--- src/rtl/wdt_pkg.sv ---
package wdt_pkg;
  localparam logic [7:0] KEY_ARM  = 8'h1E;
  localparam logic [7:0] KEY_FIRE = 8'hE1;

  typedef struct packed {
    logic clear;  // restart prescaler and counter
    logic tick;   // one timebase period elapsed
  } wdtStrobe_t;
endpackage

--- src/rtl/wdt_ctrl.sv ---
module wdt_ctrl
  import wdt_pkg::*;
#(
  parameter int SEL_W     = 3,
  parameter int PULSE_LEN = 96
) (
  input  logic             clk,
  input  logic             rstN,
  input  logic             wrEn,
  input  logic             wrSel,
  input  logic [7:0]       wrData,
  input  logic             dblSpeed,
  input  logic             wdDblBit,
  input  logic             pwrDown,
  input  logic             overflow,
  output wdtStrobe_t       strobe,
  output logic [SEL_W-1:0] activeSel,
  output logic [SEL_W-1:0] progSel,
  output logic             enabled,
  output logic             rstOut
);
  localparam int PW = $clog2(PULSE_LEN + 1);

  logic          armed;
  logic          phase;
  logic [PW-1:0] pulseCnt;
  logic          restartWr;
  logic          keyHit;
  logic          halfRate;
  logic          running;

  always_comb begin
    restartWr    = wrEn && !wrSel;
    keyHit       = restartWr && armed && (wrData == KEY_FIRE);
    halfRate     = dblSpeed && !wdDblBit;
    running      = enabled && !pwrDown;
    strobe.clear = keyHit;
    strobe.tick  = running && (!halfRate || phase);
  end

  // key detector: arm on 0x1E, fire on 0xE1 directly after
  always_ff @(posedge clk or negedge rstN) begin
    if (!rstN)          armed <= 1'b0;
    else if (restartWr) armed <= (wrData == KEY_ARM);
  end

  always_ff @(posedge clk or negedge rstN) begin
    if (!rstN)       enabled <= 1'b0;
    else if (keyHit) enabled <= 1'b1;
  end

  // half-rate phase for the slow timebase
  always_ff @(posedge clk or negedge rstN) begin
    if (!rstN)                    phase <= 1'b0;
    else if (keyHit || !halfRate) phase <= 1'b0;
    else if (running)             phase <= ~phase;
  end

  always_ff @(posedge clk or negedge rstN) begin
    if (!rstN)               progSel <= '0;
    else if (wrEn && wrSel)  progSel <= wrData[SEL_W-1:0];
  end

  always_ff @(posedge clk or negedge rstN) begin
    if (!rstN)                  activeSel <= '0;
    else if (keyHit || overflow) activeSel <= progSel;
  end

  always_ff @(posedge clk or negedge rstN) begin
    if (!rstN)                pulseCnt <= '0;
    else if (overflow)        pulseCnt <= PW'(PULSE_LEN);
    else if (pulseCnt != '0)  pulseCnt <= pulseCnt - PW'(1);
  end

  assign rstOut = (pulseCnt != '0);

  AST_NO_PULSE_WHEN_OFF: assert property (@(posedge clk) disable iff (!rstN)
    !enabled |-> !rstOut);
  AST_STAY_ON: assert property (@(posedge clk) disable iff (!rstN)
    enabled |=> enabled);
  AST_PULSE_COUNTDOWN: assert property (@(posedge clk) disable iff (!rstN)
    (pulseCnt != '0 && !overflow) |=> pulseCnt == $past(pulseCnt) - PW'(1));
  AST_OVF_NEEDS_ON: assert property (@(posedge clk) disable iff (!rstN)
    overflow |-> enabled && !pwrDown);
endmodule

--- src/rtl/wdt_datapath.sv ---
module wdt_datapath
  import wdt_pkg::*;
#(
  parameter int PRE_DIV  = 6,
  parameter int BASE_EXP = 14,
  parameter int SEL_W    = 3
) (
  input  logic             clk,
  input  logic             rstN,
  input  wdtStrobe_t       strobe,
  input  logic [SEL_W-1:0] activeSel,
  output logic             overflow
);
  localparam int PRE_W = $clog2(PRE_DIV);
  localparam int CNT_W = BASE_EXP + (1 << SEL_W);

  logic [PRE_W-1:0] pre;
  logic [CNT_W-1:0] count;
  logic [CNT_W-1:0] lastBeforeLimit;
  logic             preWrap;
  logic             atLast;

  always_comb begin
    lastBeforeLimit = (CNT_W'(1) << (BASE_EXP + int'(activeSel))) - CNT_W'(2);
    preWrap  = strobe.tick && (pre == PRE_W'(PRE_DIV - 1));
    atLast   = (count == lastBeforeLimit);
    overflow = preWrap && atLast && !strobe.clear;
  end

  always_ff @(posedge clk or negedge rstN) begin
    if (!rstN) begin
      pre   <= '0;
      count <= '0;
    end else if (strobe.clear) begin
      pre   <= '0;
      count <= '0;
    end else if (strobe.tick) begin
      pre <= preWrap ? '0 : pre + PRE_W'(1);
      if (preWrap) count <= atLast ? '0 : count + CNT_W'(1);
    end
  end

  AST_HOLD_WITHOUT_TICK: assert property (@(posedge clk) disable iff (!rstN)
    (!strobe.tick && !strobe.clear) |=> $stable(count) && $stable(pre));
  AST_CLEAR_ZEROES: assert property (@(posedge clk) disable iff (!rstN)
    strobe.clear |=> (count == '0) && (pre == '0));
  AST_CLEAR_BEATS_OVF: assert property (@(posedge clk) disable iff (!rstN)
    strobe.clear |-> !overflow);
endmodule

--- src/rtl/wdt_keyed_top.sv ---
module wdt_keyed_top
  import wdt_pkg::*;
#(
  parameter int PRE_DIV   = 6,
  parameter int BASE_EXP  = 14,
  parameter int SEL_W     = 3,
  parameter int PULSE_LEN = 96
) (
  input  logic             clk,
  input  logic             rstN,
  input  logic             wrEn,
  input  logic             wrSel,
  input  logic [7:0]       wrData,
  input  logic             dblSpeed,
  input  logic             wdDblBit,
  input  logic             pwrDown,
  output logic [SEL_W-1:0] selRd,
  output logic             wdReset
);
  wdtStrobe_t       strobe;
  logic [SEL_W-1:0] activeSel;
  logic             overflow;
  logic             enabled;

  wdt_ctrl #(.SEL_W(SEL_W), .PULSE_LEN(PULSE_LEN)) uCtrl (
    .clk(clk), .rstN(rstN), .wrEn(wrEn), .wrSel(wrSel), .wrData(wrData),
    .dblSpeed(dblSpeed), .wdDblBit(wdDblBit), .pwrDown(pwrDown),
    .overflow(overflow), .strobe(strobe), .activeSel(activeSel),
    .progSel(selRd), .enabled(enabled), .rstOut(wdReset)
  );

  wdt_datapath #(.PRE_DIV(PRE_DIV), .BASE_EXP(BASE_EXP), .SEL_W(SEL_W)) uData (
    .clk(clk), .rstN(rstN), .strobe(strobe), .activeSel(activeSel),
    .overflow(overflow)
  );

  AST_OFF_NO_KEYCLEAR_EFFECT: assert property (@(posedge clk) disable iff (!rstN)
    (!enabled && !strobe.clear) |=> !enabled);
endmodule

--- config.mk ---
export PLATFORM = sky130hd
export DESIGN_NAME = wdt_keyed_top
export DESIGN_NICKNAME = d
export VERILOG_FILES = /design/src/rtl/wdt_pkg.sv /design/src/rtl/wdt_ctrl.sv /design/src/rtl/wdt_datapath.sv /design/src/rtl/wdt_keyed_top.sv
export SDC_FILE = /design/constraint.sdc
export NUM_CORES = 1
export LEC_CHECK = 0
export BUFFER_PORTS_ARGS = -buffer_cell sky130_fd_sc_hd__buf_2
export CORE_MARGIN = 2
export CORE_UTILIZATION = 40
export DETAILED_ROUTE_END_ITERATION = 12
export GPL_ROUTABILITY_DRIVEN = 0
export HOLD_SLACK_MARGIN = 0.12
export SLEW_MARGIN = 20
export SYNTH_ARGS = -nofsm -noshare
export SYNTH_HDL_FRONTEND = slang
export SYNTH_SLANG_ARGS = --single-unit
--- constraint.sdc ---
create_clock -name clk -period 7.8 [get_ports clk]
set_clock_uncertainty 0.15 [all_clocks]
set_input_delay 1.56 -clock clk [delete_from_list [all_inputs] [get_ports clk]]
set_output_delay 1.56 -clock clk [all_outputs]
set_load 0.03 [all_outputs]
Word-level counts from Yosys, hierarchy flattened
Cells that the tools add are included.

Add/sub/neg operators: 5. Equality and inequality tests: 4. Shift operators: 1. Muxes and demuxes: 11. Bitwise operators: 1. Reduce and logical (&&, ||, !) cells: 24.

Operator list (count): $mux W22 (4); $shl A1 B32 Y22 const A (1); $add A22 B1 Y22 const B (1); $eq A22 B22 Y1 (1); $sub A22 B3 Y22 const B (1); $mux W7 (2); $logic_and A1 B1 Y1 (10); $mux W3 (3); $eq A8 B5 Y1 const B (1); $eq A8 B8 Y1 const B (1); $reduce_bool A2 Y1 (4); $reduce_bool A7 Y1 (1); $sub A7 B1 Y7 const B (1); $add A4 B3 Y5 const A (1); $logic_not A1 Y1 (5); $add A3 B1 Y3 const B (1); $eq A3 B3 Y1 const B (1); $logic_or A1 B1 Y1 (3); $mux W1 (2); $reduce_and A2 Y1 (1); $not A1 Y1 (1).

Register bits: 41. Bits of input ports: 15. Output and inout bits: 4. Word-level logic and storage cells: 54.

Depth between registers and ports, before layout
Gate-level depths: netlist (run 1).

Depth after elaboration: 9. Mapped depth: 13. Gate-level depth less buffers: 9.

Cells and area by module
From an unflattened synthesis (run 1), not the netlist that was laid out.

Cell total of the unflattened synthesis: 287. Area total of the unflattened synthesis: 2738.9 um^2.

Modules (own cells, without submodules): wdt_datapath (instances 1, cells each 219, area an instance 1944.4 um^2, sequential area each 625.6 um^2); wdt_ctrl (instances 1, cells each 68, area an instance 794.5 um^2, sequential area each 400.4 um^2).

Worst setup path after synthesis (run 1)
OpenSTA, ideal clock, no wires.

Path kind: input port to flip-flop. From: input wrData[4]. To: register uData.count[16]. Setup time: 64 ps. Arrival: 3229 ps. Slack: 4358 ps. Stages: 7. Buffers on the path: 0. Cells stage by stage: and4bb_2 > nand3_1 > a211o_2 > or3_4 > or3b_1 > a21oi_1 > a21o_1.

Word-level cells in the longest chain between the ends: 4. Elaborated cells on any way between the ends: 6. Those cells by class: eq/ne: 1; mux: 1; reduce/logical: 4.

Ends and longest elaborated chain: from (decl) (line wdt_keyed_top.sv:13) `input logic [7:0] wrData,`; $eq A8 B8 Y1 (*) (line wdt_ctrl.sv:34) `keyHit = restartWr && armed && (wrData == KEY_FIRE);`; $logic_and A1 B1 Y1 (*) (line wdt_ctrl.sv:34); $reduce_bool A2 Y1 (no line); $reduce_and A2 Y1 (no line); to (signal assigned) (line wdt_datapath.sv:39) `if (preWrap) count <= atLast ? '0 : count + CNT_W'(1);`; to (decl) (line wdt_datapath.sv:18) `logic [CNT_W-1:0] count;`.

Every way passes the cells marked *; elsewhere a longest branch is shown, timed or not. A chain may end at the register's enable or synchronous reset.

Final worst setup path (run 1)
From: input wrData[1]. To: register uData.count[21].

The elaborated chain is that of the path after synthesis.

==> results.json, run 1 <==
{
  "outcome": "complete, no violations",
  "numCtsBuffers": 5,
  "synth_edf_count": 0,
  "crit_arrival_ns": 3.51,
  "ys_warn_count": 0,
  "synth_top_family_by_area": "simple AND/OR/NAND/NOR gates",
  "synth_area_sq_um": 2430,
  "crit_fanout": 4,
  "insertion_delay_ns": 0.29,
  "post_cts_buffers": 0,
  "required_ns": 7.80,
  "synth_compound_area_share_pct": 12.2,
  "mostFrequentLayoutCell": "dfrtp_1",
  "firstDrtPassIters": 4,
  "vdd_ir_drop_max_v": 0.0000883,
  "synth_ff_type": "dfrtp_1",
  "async_flop_share_pct": 100,
  "worst_pin_slew_ns": 0.897,
  "cts_htree_levels": 2,
  "rsz0062_at_grt": "false",
  "slew-limit-headroom_pct": 40.2,
  "die_h_um": 81.9,
  "hold_path.class": "reg2reg",
  "vias": 1879,
  "start_util_pct": 41.2,
  "die-width_um": 81.9,
  "core-area_sq_um": 5890,
  "synthMuxAreaShare_pct": 1.80,
  "yosysSeqAreaShare_pct": 42.3,
  "detail_route.wl_per_cell_um": 13.3,
  "nets": 299,
  "max_freq_mhz": 285,
  "rows": 28,
  "postPlaceCellArea_sq_um": 2550,
  "syn_inst": 260,
  "worstSetupPathType": "in2reg",
  "hold_buffers": 0,
  "clockBufferDepth": 2,
  "die_area_sq_um": 6710,
  "antenna_found_initial": 0,
  "grt_pass1_wl_um": 8380,
  "clock-root-buffer": "clkbuf_8",
  "grt_usage_pct": 16.2,
  "ys_ff_latch": 41,
  "slew_violations": 0,
  "grt_max_degree": 42,
  "syn_area_per_cell_sq_um": 9.34,
  "synthSimpleGateAreaFrac_pct": 26.7,
  "mappedNetlistNets": 283,
  "antenna_cells": 0,
  "critPathCaptureType": "register",
  "cts_resized": 0,
  "yosysUniqueCellTypes": 55,
  "io_buffer_count": 18,
  "hold_viol": 0,
  "startpoint_type": "primary input",
  "cts.sinks": 41,
  "wl_um": 4690,
  "fin_tns_setup_ns": 0,
  "setup_viol": 0,
  "layout-drive-gt1-share_pct": 15.2,
  "drtAntennaViolNets": 0,
  "areaGrowthSynthToFinish_pct": 10.7,
  "drv_cap": 0,
  "p_leak_nw": 1.24,
  "synthXorXnorAreaFrac_pct": 9.02,
  "ff2ff_setup_slack_ns": 4.45,
  "powerDensity_nw_per_um2": 163,
  "grt_overflow": 0,
  "ios": 19,
  "dr.first_iter.drc_count": 103,
  "cts_tree": "yes",
  "drc_errors": 0,
  "timing.final.crit_share_pct": 44.9,
  "timing.final.crit_period_ns": 3.50,
  "yosys.area_share.adder_pct": 4.12,
  "clkTransAtPathRegs_ns": 0.08,
  "layout_common_cells": "dfrtp_1, nor2_1, nand2_1",
  "final_area_sq_um": 2690,
  "grt_pass1_vias": 1824,
  "vias_per_cell": 5.34,
  "place_hpwl_um": 3400
}
-- layer usage --
metal / share of wire (%) / GRT usage [%]
met1: 48 / 20.9
met2: 48 / 27.5
met3: 3.2 / 3.41
met4: 0.49 / 4.17
met5: 0 / 0
-- flip-flops by register name, summed over array words and instances (netlist names) --
name	cells
uCtrl.activeSel	3
uCtrl.armed	1
uCtrl.enabled	1
uCtrl.phase	1
uCtrl.progSel	3
uCtrl.pulseCnt	7
uData.count	22
uData.pre	3
-- cells by family (layout without fill, tap and decap cells) --
group / after synthesis / count (layout)
flops: 41 / 41
fa+ha+maj: 8 / 8
xor+xnor: 25 / 25
compound gates: 45 / 45
buf+inv: 19 / 36
simple gates: 118 / 118
mux: 4 / 4
-- worst paths after layout --
kind | from | endpoint | cells after the start
min in group asynchronous | rstN | uCtrl.pulseCnt[5] | 1
worst min-delay path | uCtrl.armed | uCtrl.armed | 2
max in group asynchronous | rstN | uData.count[5] | 1
worst min register to register | uCtrl.armed | uCtrl.armed | 2
worst max register to register | uCtrl.activeSel[1] | uCtrl.activeSel[2] | 9
worst max-delay path | wrData[1] | uData.count[21] | 8
-- synth_stat cells, types with 3 or more instances --
master / instances / area, sq um
dfrtp_1: 41 / 1030
nor2_1: 34 / 128
nand2_1: 20 / 75.1
xnor2_1: 16 / 140
o21ai_0: 14 / 70.1
a21oi_1: 12 / 60.1
nor3_1: 11 / 55.1
inv_1: 10 / 37.5
xor2_1: 9 / 78.8
ha_1: 8 / 100
nand3_1: 8 / 40.0
a21o_1: 6 / 45.0
nand4_1: 5 / 31.3
or3_1: 5 / 31.3
buf_2: 4 / 20.0
a31oi_1: 3 / 18.8
and3_1: 3 / 18.8
mux2_2: 3 / 33.8
nor3b_1: 3 / 22.5
nor4_1: 3 / 18.8
nor4b_1: 3 / 26.3
-- power breakdown --
group / switching [mW] / internal, mW / total, mW
Clock: 0.0755 / 0.127 / 0.203
Sequential: 0.00181 / 0.215 / 0.216
Combinational: 0.0128 / 0.00724 / 0.0200
Total: 0.0901 / 0.349 / 0.439
-- critical path: stages --
cell and delay, ns:
buf_2 0.11, nor3b_1 0.24, nand3_1 0.23, a211oi_1 0.59
nand2_1 0.28, nor3_1 0.29, xnor2_1 0.16, nor2_1 0.05
-- final cells by class --
| class | count | area (sq um) |
|---|---|---|
| Fill cell | 563 | 3200 |
| Sequential cell | 41 | 1030 |
| Inverter | 10 | 37.5 |
| Tap cell | 75 | 93.8 |
| Clock inverter | 3 | 65.1 |
| Timing Repair Buffer | 18 | 90.1 |
| Clock buffer | 5 | 68.8 |
| Multi-Input combinational cell | 200 | 1310 |
-- metrics by stage --
step	hold WS (ns)	util, %	instances	setup slack [ns]	total power [mW]
after floorplan	0.276	-	260	4.36	0.230
after global placement	0.316	43.4	344	4.06	0.241
after detailed placement	0.316	43.4	344	4.04	0.241
after CTS	0.336	45.7	352	4.32	0.444
after global routing	0.374	45.7	352	4.01	0.457
final	0.339	45.7	352	4.30	0.439
No activity file was read; power rests on OpenSTA's default activity.
==> inputs of run 2 (changes only) <==
==> constraint.sdc (replaced) <==
create_clock -name clk -period 2.95 [get_ports clk]
set_clock_uncertainty 0.15 [all_clocks]
set_input_delay 0.59 -clock clk [delete_from_list [all_inputs] [get_ports clk]]
set_output_delay 0.59 -clock clk [all_outputs]
set_load 0.03 [all_outputs]
==> results.json, run 2 (synthesis gave the netlist of run 1 again) <==
{
  "outcome": "complete, no violations",
  "hold_buffers": 0,
  "reg2reg_depth": 10,
  "hold_viol": 0,
  "path_delay_family": "simple AND/OR/NAND/NOR gates",
  "multi_input_area_sq_um": 1310,
  "cts.sinks": 41,
  "rows": 28,
  "regArea_sq_um": 1030,
  "slowest_delay_ns": 0.42,
  "cts_htree_levels": 2,
  "areaGrowthSynthToFinish_pct": 11.9,
  "ios": 19,
  "fin_tns_setup_ns": 0,
  "rsz0062_at_grt": "false",
  "die_h_um": 81.9,
  "postPlaceCellArea_sq_um": 2630,
  "nets": 309,
  "vias": 1900,
  "numCtsBuffers": 5,
  "start_util_pct": 41.2,
  "max_freq_mhz": 378,
  "die-width_um": 81.9,
  "io_buffer_count": 18,
  "drv_cap": 0,
  "clock-root-buffer": "clkbuf_8",
  "drc_errors": 0,
  "crit_arrival_ns": 2.67,
  "slowest_stage": "nor4b_1",
  "place_hpwl_um": 3540,
  "layout_common_cells": "dfrtp_1, nor2_1, nand2_1",
  "slew-limit-headroom_pct": 39.2,
  "r2r-start": "uCtrl.activeSel[2]",
  "vdd_ir_drop_max_v": 0.000191,
  "setup_slack_ns": 0.306,
  "layout-drive-gt1-share_pct": 18.1,
  "antenna_found_initial": 0,
  "rr_endpoint": "uData.count[0]",
  "antenna_cells": 0,
  "final_area_sq_um": 2720,
  "hold_path.class": "in2async",
  "fill_cells": 596,
  "required_ns": 2.98,
  "top_regs": "uData.count: 22 flops, uCtrl.pulseCnt: 7 flops",
  "dr.first_iter.drc_count": 78,
  "startpoint_type": "register",
  "largest_reg_flops": 22,
  "timing.final.crit_share_pct": 89.6,
  "grt_max_degree": 42,
  "grt_usage_pct": 16.3,
  "grt_pass1_wl_um": 8430,
  "vias_per_cell": 5.25,
  "core-area_sq_um": 5890,
  "critPathCaptureType": "register",
  "die_area_sq_um": 6710,
  "mostFrequentLayoutCell": "dfrtp_1",
  "crit_fanout": 10,
  "hold_ws_ns": 0.267,
  "slew_violations": 0,
  "cts_resized": 0,
  "insertion_delay_ns": 0.30,
  "detail_route.wl_per_cell_um": 13.6,
  "timing.final.crit_period_ns": 2.64,
  "total_power_mw": 0.993,
  "clkTransAtPathRegs_ns": 0.09,
  "p_leak_nw": 1.27,
  "pre_cts_ws_ns": 0.168,
  "grt_overflow": 0,
  "clockBufferDepth": 2,
  "firstDrtPassIters": 4,
  "regMostFlops": "uData.count",
  "powerDensity_nw_per_um2": 366,
  "worstSetupPathType": "reg2reg",
  "ff2ff_setup_slack_ns": 0.31,
  "wl_um": 4910,
  "worst_pin_slew_ns": 0.912,
  "path_buf_inv": 2,
  "crit_path_cell_trace": "inv_1 > ha_1 > nor4b_1 > xnor2_1 > nand3_1 > nand4b_2 > nor3_1 > or2_1 > buf_4 > nor2_1",
  "cts_tree": "yes",
  "setup_viol": 0,
  "grt_pass1_vias": 1838,
  "post_cts_buffers": 0,
  "drtAntennaViolNets": 0
}
run 2: per-layer routing:
layer | wire [um] | track usage [%] | part of all wire (%) | vias up
li1 | - | - | - | 962
met1 | 2410 | 21.6 | 49 | 903
met2 | 2260 | 26.9 | 46 | 28
met3 | 153 | 2.97 | 3.1 | 7
met4 | 88 | 5.33 | 1.8 | 0
met5 | 0 | 0 | 0 | -
run 2: cell type report:
class / count / area share (%)
Multi-Input combinational cell: 200 / 48.1
Sequential cell: 41 / 37.8
Timing Repair Buffer: 28 / 6.08
Tap cell: 75 / 3.46
Clock buffer: 5 / 2.53
Inverter: 10 / 1.38
Clock inverter: 3 / 0.645
run 2: metrics by stage:
stage | util [%] | cells
2_1_floorplan | - | 260
3_5_place_dp | 44.7 | 354
5_1_grt | 46.1 | 362
3_3_place_gp | 44.7 | 354
4_1_cts | 46.1 | 362
6_report | 46.1 | 362
run 2: how the worst max path moves through the flow:
stage	start	endpoint	slack, ns	depth (start not counted)
2_1_floorplan	uCtrl.activeSel[1]	uData.count[12]	0.15	13
5_1_grt	uCtrl.activeSel[2]	uData.count[0]	0.07	10
3_5_place_dp	wrData[1]	uData.count[16]	0.17	8
4_1_cts	uCtrl.activeSel[2]	uData.count[9]	0.26	11
3_3_place_gp	wrData[1]	uData.count[16]	0.25	8
6_report	uCtrl.activeSel[2]	uData.count[0]	0.31	10
run 2: power by group:
group | switching (mW) | internal (mW) | total, mW
Sequential | 0.00427 | 0.568 | 0.572
Clock | 0.204 | 0.164 | 0.368
Combinational | 0.0339 | 0.0192 | 0.0531
Total | 0.243 | 0.750 | 0.993
==> inputs of run 3 (changes only) <==
==> constraint.sdc (replaced) <==
create_clock -name clk -period 2.6 [get_ports clk]
set_clock_uncertainty 0.15 [all_clocks]
set_input_delay 0.52 -clock clk [delete_from_list [all_inputs] [get_ports clk]]
set_output_delay 0.52 -clock clk [all_outputs]
set_load 0.03 [all_outputs]
==> results.json, run 3 (synthesis gave the netlist of run 1 again) <==
{
  "crit_arrival_ns": 2.52,
  "rsz0062_at_grt": "true",
  "dpl.cell_count": 359,
  "core-area_sq_um": 5890,
  "hp-start": "uCtrl.enabled",
  "grt_usage_pct": 16.3,
  "outcome": "complete, no violations",
  "rows": 28,
  "ios": 19,
  "switching_power_mw": 0.260,
  "post_cts_buffers": 0,
  "vias_per_cell": 5.22,
  "seqPwrFrac_pct": 58.3,
  "areaGrowthSynthToFinish_pct": 17.4,
  "p_leak_nw": 1.32,
  "drc_errors": 0,
  "powerDensity_nw_per_um2": 392,
  "vias": 1922,
  "worstSetupPathType": "reg2reg",
  "final_core_util_pct": 48.4,
  "firstDrtPassIters": 4,
  "nets": 315,
  "io_buffer_count": 18,
  "cts_htree_levels": 2,
  "critPathCaptureType": "register",
  "dr.first_iter.drc_count": 68,
  "antenna_found_initial": 0,
  "vdd_ir_drop_max_v": 0.000273,
  "insertion_delay_ns": 0.29,
  "place_hpwl_um": 3630,
  "hold_path.class": "reg2reg",
  "clockBufferDepth": 2,
  "worst_pin_slew_ns": 0.579,
  "reg2reg_depth": 10,
  "setup_viol": 0,
  "die-width_um": 81.9,
  "die_area_sq_um": 6710,
  "drtAntennaViolNets": 0,
  "timing.final.crit_share_pct": 94.6,
  "required_ns": 2.66,
  "grt_pass1_wl_um": 8360,
  "hold_depth": 1,
  "detail_route.wl_per_cell_um": 13.3,
  "numCtsBuffers": 5,
  "layout-drive-gt1-share_pct": 22.5,
  "mostFrequentLayoutCell": "dfrtp_1",
  "grt_overflow": 0,
  "grt_max_degree": 42,
  "fill_cells": 553,
  "top_regs": "uData.count: 22 flops, uCtrl.pulseCnt: 7 flops",
  "r2r-start": "uCtrl.activeSel[1]",
  "startpoint_type": "register",
  "largest_reg_flops": 22,
  "swShare_pct": 23.3,
  "hold_viol": 0,
  "postPlaceCellArea_sq_um": 2730,
  "regArea_sq_um": 1030,
  "crit_fanout": 9,
  "multi_input_area_sq_um": 1380,
  "max_freq_mhz": 406,
  "fin_cells": 368,
  "wl_um": 4900,
  "cts.sinks": 41,
  "slew-limit-headroom_pct": 61.0,
  "clkTransAtPathRegs_ns": 0.08,
  "clockPowerShare_pct": 35.8,
  "drv_cap": 0,
  "layout_common_cells": "dfrtp_1, nor2_1, nand2_1",
  "ff2ff_setup_slack_ns": 0.14,
  "slew_violations": 0,
  "regMostFlops": "uData.count",
  "die_h_um": 81.9,
  "combPwrFrac_pct": 5.9,
  "final_area_sq_um": 2850,
  "clock-root-buffer": "clkbuf_8",
  "grt_pass1_vias": 1806,
  "cts_tree": "yes",
  "antenna_cells": 0,
  "holdPathEnd": "uCtrl.enabled",
  "rr_endpoint": "uCtrl.activeSel[2]",
  "start_util_pct": 41.2,
  "p_int_mw": 0.856,
  "timing.final.crit_period_ns": 2.46
}
## run 3: changes by cell type in the layout (fill, tap and decap cells not counted), moves of 2 or more
cell     previous run  this run
buf_4              10        14
inv_1              10         8
inv_2               0         2
nor3_1             11         9
o21ai_0            14        12
o21ai_1             0         2
## run 3: metrics by stage
step	setup WS [ns]	TNS (ns)	hold WS (ns)	total power, mW
final	0.140	0	0.319	1.12
after global routing	-0.0249	-0.0249	0.336	1.17
after CTS	0.0745	0	0.322	1.14
after detailed placement	0.0546	0	0.297	0.730
after global placement	0.0930	0	0.308	0.729
after floorplan	0.0290	0	0.0744	0.689
## run 3: per-layer routing
layer	wire, um	up-vias	track usage, %	share of wire [%]
met2	2250	30	26.1	46
met4	64	0	5.50	1.3
met1	2440	907	22.1	50
met3	143	6	3.19	2.9
li1	-	979	-	-
met5	0	-	0	0
## run 3: area by class of cell
type | instances | area share [%]
multi-input cells | 200 | 48.6
repair buffers | 34 | 7.91
flip-flops and latches | 41 | 36.0
clock buffers | 6 | 2.55
clock inverters | 2 | 0.351
inverters | 10 | 1.32
well taps | 75 | 3.29
## run 3: power groups by stage
stage | logic [mW] | clock network [mW] | registers [mW]
floorplan | 0.0135 | 0 | 0.675
global placement | 0.0656 | 0 | 0.663
detailed placement | 0.0662 | 0 | 0.663
CTS | 0.0675 | 0.423 | 0.651
global route | 0.0731 | 0.447 | 0.652
finish | 0.0656 | 0.400 | 0.651
## run 3: repair_timing
action                                  4_1_cts  5_1_grt
gates resized for setup                       0        7
endpoints found under the setup margin        0       19
hold endpoints to repair                     41        0
hold buffers                                  1        0
## run 3: critical path: stages, from the launching register on
cell and delay, ns:
dfrtp_1 0.40, inv_2 0.07, ha_4 0.32, nor3b_2 0.19, xor2_1 0.11, or3_4 0.38, nand4b_4 0.15, nor3_4 0.07
or2_1 0.24, buf_4 0.17, o21ai_0 0.14
## run 3: worst max-delay path by stage
stage | from | endpoint | slack [ns] | cells past startpoint
detailed placement | wrData[1] | uData.count[16] | 0.05 | 8
finish | uCtrl.activeSel[1] | uCtrl.activeSel[2] | 0.14 | 10
CTS | uCtrl.activeSel[2] | uData.count[9] | 0.07 | 10
global route | uCtrl.activeSel[1] | uCtrl.activeSel[0] | -0.02 | 10
floorplan | uCtrl.activeSel[1] | uData.count[6] | 0.03 | 13
global placement | pwrDown | uData.count[16] | 0.09 | 8
